`src/rtl/pla_pkg.sv`:
```
package pla_pkg;

  typedef enum logic [1:0] {
    LIT_IGNORE = 2'b00,
    LIT_TRUE   = 2'b01,
    LIT_COMPL  = 2'b10,
    LIT_KILL   = 2'b11
  } lit_e;

  // Contribution of one literal cell to its product term.
  function automatic logic lit_pass(input lit_e code, input logic v);
    logic r;
    unique case (code)
      LIT_IGNORE: r = 1'b1;
      LIT_TRUE:   r = v;
      LIT_COMPL:  r = ~v;
      default:    r = 1'b0;
    endcase
    return r;
  endfunction

endpackage

```
`src/rtl/pla_and_plane.sv`:
```
module pla_and_plane
  import pla_pkg::*;
#(
  parameter  int N_IN   = 4,
  parameter  int N_TERM = 8,
  localparam int ROW_W  = 2 * N_IN,
  localparam int IDX_W  = (N_TERM > 1) ? $clog2(N_TERM) : 1
) (
  input  logic                      clk,
  input  logic                      we,
  input  logic [IDX_W-1:0]          row,
  input  logic [ROW_W-1:0]          row_code,
  input  logic [N_IN-1:0]           x,
  output logic [N_TERM-1:0]         term,
  output logic [N_TERM*ROW_W-1:0]   plane_flat
);

  // Literal storage, one row per term; no reset so it maps to RAM.
  logic [ROW_W-1:0] lit_q [N_TERM];

  always_ff @(posedge clk) begin
    if (we && (int'(row) < N_TERM)) begin
      lit_q[row] <= row_code;
    end
  end

  for (genvar t = 0; t < N_TERM; t++) begin : g_term
    logic [N_IN-1:0] hit;
    for (genvar i = 0; i < N_IN; i++) begin : g_lit
      assign hit[i] = lit_pass(lit_e'(lit_q[t][2*i +: 2]), x[i]);
    end
    assign term[t] = &hit;
    assign plane_flat[t*ROW_W +: ROW_W] = lit_q[t];
  end

endmodule

```
`src/rtl/pla_or_plane.sv`:
```
module pla_or_plane #(
  parameter  int N_TERM = 8,
  parameter  int N_OUT  = 4,
  localparam int IDX_W  = (N_TERM > 1) ? $clog2(N_TERM) : 1
) (
  input  logic                      clk,
  input  logic                      rst,
  input  logic                      we,
  input  logic [IDX_W-1:0]          row,
  input  logic [N_OUT-1:0]          row_bits,
  input  logic [N_TERM-1:0]         term,
  input  logic [N_OUT-1:0]          en,
  output logic [N_OUT-1:0]          y,
  output logic [N_TERM*N_OUT-1:0]   plane_flat
);

  logic [N_OUT-1:0] conn_q [N_TERM];

  always_ff @(posedge clk) begin
    if (rst) begin
      for (int t = 0; t < N_TERM; t++) begin
        conn_q[t] <= '0;
      end
    end else if (we && (int'(row) < N_TERM)) begin
      conn_q[row] <= row_bits;
    end
  end

  for (genvar j = 0; j < N_OUT; j++) begin : g_sum
    logic acc;
    always_comb begin
      acc = 1'b0;
      for (int t = 0; t < N_TERM; t++) begin
        acc = acc | (term[t] & conn_q[t][j]);
      end
    end
    assign y[j] = acc & en[j];
  end

  for (genvar t = 0; t < N_TERM; t++) begin : g_flat
    assign plane_flat[t*N_OUT +: N_OUT] = conn_q[t];
  end

endmodule

```
`src/rtl/pla_out_stage.sv`:
```
module pla_out_stage #(
  parameter int WIDTH   = 4,
  parameter bit OUT_REG = 1'b1
) (
  input  logic             clk,
  input  logic             rst,
  input  logic [WIDTH-1:0] d,
  output logic [WIDTH-1:0] q
);

  if (OUT_REG) begin : g_reg
    always_ff @(posedge clk) begin
      if (rst) q <= '0;
      else     q <= d;
    end
  end else begin : g_comb
    logic unused_ok;
    assign unused_ok = clk ^ rst;
    assign q = d;
  end

endmodule

```
`src/rtl/cfg_pla.sv`:
```
module cfg_pla #(
  parameter  int N_IN    = 4,
  parameter  int N_TERM  = 8,
  parameter  int N_OUT   = 4,
  parameter  bit OUT_REG = 1'b1,
  localparam int ROW_W   = 2 * N_IN,
  localparam int IDX_W   = (N_TERM > 1) ? $clog2(N_TERM) : 1
) (
  input  logic               clk,
  input  logic               rst,
  input  logic               cfg_we,
  input  logic [IDX_W-1:0]   cfg_row,
  input  logic [ROW_W-1:0]   cfg_and,
  input  logic [N_OUT-1:0]   cfg_or,
  input  logic [N_IN-1:0]    in_vec,
  input  logic [N_OUT-1:0]   out_en,
  output logic [N_OUT-1:0]   f_out
);

  logic [N_TERM-1:0]        term;
  logic [N_OUT-1:0]         sum;
  logic [N_TERM*ROW_W-1:0]  and_flat;
  logic [N_TERM*N_OUT-1:0]  or_flat;

  pla_and_plane #(.N_IN(N_IN), .N_TERM(N_TERM)) u_and (
    .clk        (clk),
    .we         (cfg_we),
    .row        (cfg_row),
    .row_code   (cfg_and),
    .x          (in_vec),
    .term       (term),
    .plane_flat (and_flat)
  );

  pla_or_plane #(.N_TERM(N_TERM), .N_OUT(N_OUT)) u_or (
    .clk        (clk),
    .rst        (rst),
    .we         (cfg_we),
    .row        (cfg_row),
    .row_bits   (cfg_or),
    .term       (term),
    .en         (out_en),
    .y          (sum),
    .plane_flat (or_flat)
  );

  pla_out_stage #(.WIDTH(N_OUT), .OUT_REG(OUT_REG)) u_out (
    .clk (clk),
    .rst (rst),
    .d   (sum),
    .q   (f_out)
  );

endmodule

```
`config.mk`:
```
export PLATFORM = sky130hd
export DESIGN_NAME = cfg_pla
export DESIGN_NICKNAME = d
export VERILOG_FILES = /design/src/rtl/pla_pkg.sv /design/src/rtl/pla_and_plane.sv /design/src/rtl/pla_or_plane.sv /design/src/rtl/pla_out_stage.sv /design/src/rtl/cfg_pla.sv
export SDC_FILE = /design/constraint.sdc
export NUM_CORES = 1
export LEC_CHECK = 0
export BUFFER_PORTS_ARGS = -buffer_cell sky130_fd_sc_hd__buf_2
export CORE_MARGIN = 3
export CORE_UTILIZATION = 57
export CTS_BUF_LIST = sky130_fd_sc_hd__clkbuf_2 sky130_fd_sc_hd__clkbuf_4 sky130_fd_sc_hd__clkbuf_8
export DETAILED_ROUTE_END_ITERATION = 16
export GPL_TIMING_DRIVEN = 0
export PLACE_DENSITY_LB_ADDON = 0.1
export REMOVE_ABC_BUFFERS = 1
export SLEW_MARGIN = 40
export SYNTH_ARGS = -nofsm -noshare
export SYNTH_HDL_FRONTEND = slang
export SYNTH_SLANG_ARGS = --single-unit
```
`constraint.sdc`:
```
create_clock -name clk -period 4.95 [get_ports clk]
set_clock_uncertainty 0.1 [all_clocks]
set_input_delay 0.99 -clock clk [delete_from_list [all_inputs] [get_ports clk]]
set_output_delay 0.99 -clock clk [all_outputs]
set_load 0.02 [all_outputs]
```
==> metrics <==
I/O pins 30; drt wl/cell 19.50 µm; vias per std cell 5.511; Antenna Cells 0; Placer Congestion 0.8185; PostCTS Resize Cnt 0; R2R setup slack 3560 ps; combinational power share 0.053; First DRT Iteration DRCs 179; Psw 0.0003247 W; grt ovf 0; first-pass GRT wire length 11.13 mm; kind of critical path in2reg; Worst setup EP type register; Leak 1.564 nW; Final ANT Viol Nets 0; vias after detailed routing 2,006; largest family of logic cells by synthesized area simple AND/OR/NAND/NOR gates; Reg clk slew, reported paths 90 ps; clock sink total 100; Int Pwr 0.001280 W; Peak supply drop 0.2188 mV; setup TNS 0 ps; fin crit share 0.4577; Hold Slack 488.6 ps; Die X 89.76 µm; fin crit period 2266 ps; Post-Syn Instances 232; Data required, critical path 4910 ps; Post-CTS Setup Bufs 0; Final Hold Viols 0; Tot GR Track Use 0.1864; CTS Buf Count 9; share of layout cells above drive strength 1 0.2472; Worst-Margin Slew 770.6 ps; P&R area growth vs syn 10.86%; Starting Density 0.6089; Max Cap Viol 0; drt first pass iters 4; clock power share 0.341; Core ar. 0.006568 mm²; CTS HTree Levels 3; Post-Syn Area 0.003999 mm²; Die Height 89.76 µm; unrepaired setup endpoints after global routing false; post-synthesis mux area share 0.08010; Post-CTS Hold Fix Bufs 0; Setup violations, final 0; Simple-Gate Fraction of Synth Area 0.1192; post-route core utilization 0.6750; Slew Viols, Final 0; Clock Latency Late Sink 350 ps; switch share 0.2024; Root Driver clkbuf_8; nets@finish 293; commonest cells after routing, fill and taps aside edfxtp_1 (96), and2_1 (32), mux2i_1 (32); arrival time at the worst endpoint 2230 ps; Clock Path Buffers 2; Port Buffers 29; Seq/Total Area, Yosys 0.7409; DP Wirelength 5.045 mm; Cell Rows 29; status finished clean; Cell variety after synth 19; startpoint class of the critical path input pin; initial antenna violation count 0; CTS tree done; XOR/XNOR share of the synthesized area 0; largest net degree at the start of global routing 16; PD cells 361.9 mW/mm²; Yosys reg bits 100; Seq pwr share 0.606; Post-Route WL 7.097 mm; syn_area_per_cell 17.24 µm²; Post-Synth Adder-Cell Area 0; number of global-route vias before repair 2,008; commonest non-fill, non-tap cell in the layout edfxtp_1; full die area 0.008057 mm²; Max Clk Rate 441.4 MHz; Hold Path Class reg2reg; Rel. slew slack 0.4835; DRC Markers 0; yosys warns 0; compound-cell area share of the yosys netlist 0.04756; crit-path max FO 9
## power by group through the flow
stage | Sequential [W] | Clock (W) | Combinational [W]
5_1_grt | 0.000976 | 0.000588 | 0.0000925
6_report | 0.000973 | 0.000547 | 0.0000844
3_3_place_gp | 0.000991 | 0 | 0.0000834
2_1_floorplan | 0.000991 | 0 | 0.0000400
3_5_place_dp | 0.000992 | 0 | 0.0000850
4_1_cts | 0.000973 | 0.000551 | 0.0000852
## state kept, by name, indices dropped and copies added (netlist names)
name,count
u_and.lit_q,64
u_or.conn_q,32
u_out.q,4
## synthesized netlist by cell type
library cell / n / area [µm²]
a22oi_1: 15 / 112.6
or2_1: 1 / 6.260
dfxtp_1: 4 / 80.08
nor2_1: 12 / 45.04
and4_1: 4 / 35.03
nor3_1: 2 / 10.01
nand2_1: 2 / 7.510
nand2b_1: 6 / 37.54
mux2i_1: 32 / 320.3
or2_2: 9 / 56.30
and4_4: 4 / 45.04
edfxtp_1: 96 / 2883
buf_6: 4 / 45.04
nand2b_4: 1 / 13.76
and2_1: 32 / 200.2
nor3_2: 2 / 20.02
a22oi_2: 1 / 12.51
clkbuf_1: 1 / 3.750
a41oi_2: 4 / 65.06
## layout make-up
| type | instances | area [µm²] |
|---|---|---|
| tap | 93 | 116.4 |
| clock inverter | 5 | 77.57 |
| sequential | 100 | 2963 |
| clock buffer | 10 | 131.4 |
| fill | 465 | 2135 |
| timing repair buffer | 29 | 145.1 |
| multi-input combinational | 127 | 999.7 |
## worst paths after layout
kind,endpoint,startpoint,cells after the start
worst max-delay path,u_or.conn_q[5][3],cfg_row[1],4
worst min-delay path,u_out.q[2],u_or.conn_q[2][2],2
worst max register to register,u_out.q[0],u_and.lit_q[3][2],4
worst min register to register,u_out.q[2],u_or.conn_q[2][2],2
## through the flow
step,power (W),cells,instance area (µm²),worst slack (ps)
2_1_floorplan,0.001031,227,3950,2515
3_3_place_gp,0.001074,349,4212,1987
3_5_place_dp,0.001077,349,4222,2290
4_1_cts,0.001609,364,4431,2667
5_1_grt,0.001657,364,4433,2578
6_report,0.001604,364,4433,2684
## worst max-delay path, stage by stage
cell and delay [ps]:
buf_2 150, nand2b_1 200, nor2_1 600, or2_2 280
## routing by layer
layer,routed length [µm],track usage,part of all wire
met2,3379,0.2807,0.48
met3,374,0.05259,0.053
met5,0,0,0
met4,70,0.05747,0.0099
met1,3272,0.2672,0.46
## cells by family after synthesis
kind of cell,after synthesis
AO/OA/AOI/OAI,20
buffers and inverters,5
flip-flops,100
multiplexers,32
AND/OR/NAND/NOR,75
Note: power is estimated with default switching activity, not from simulation.
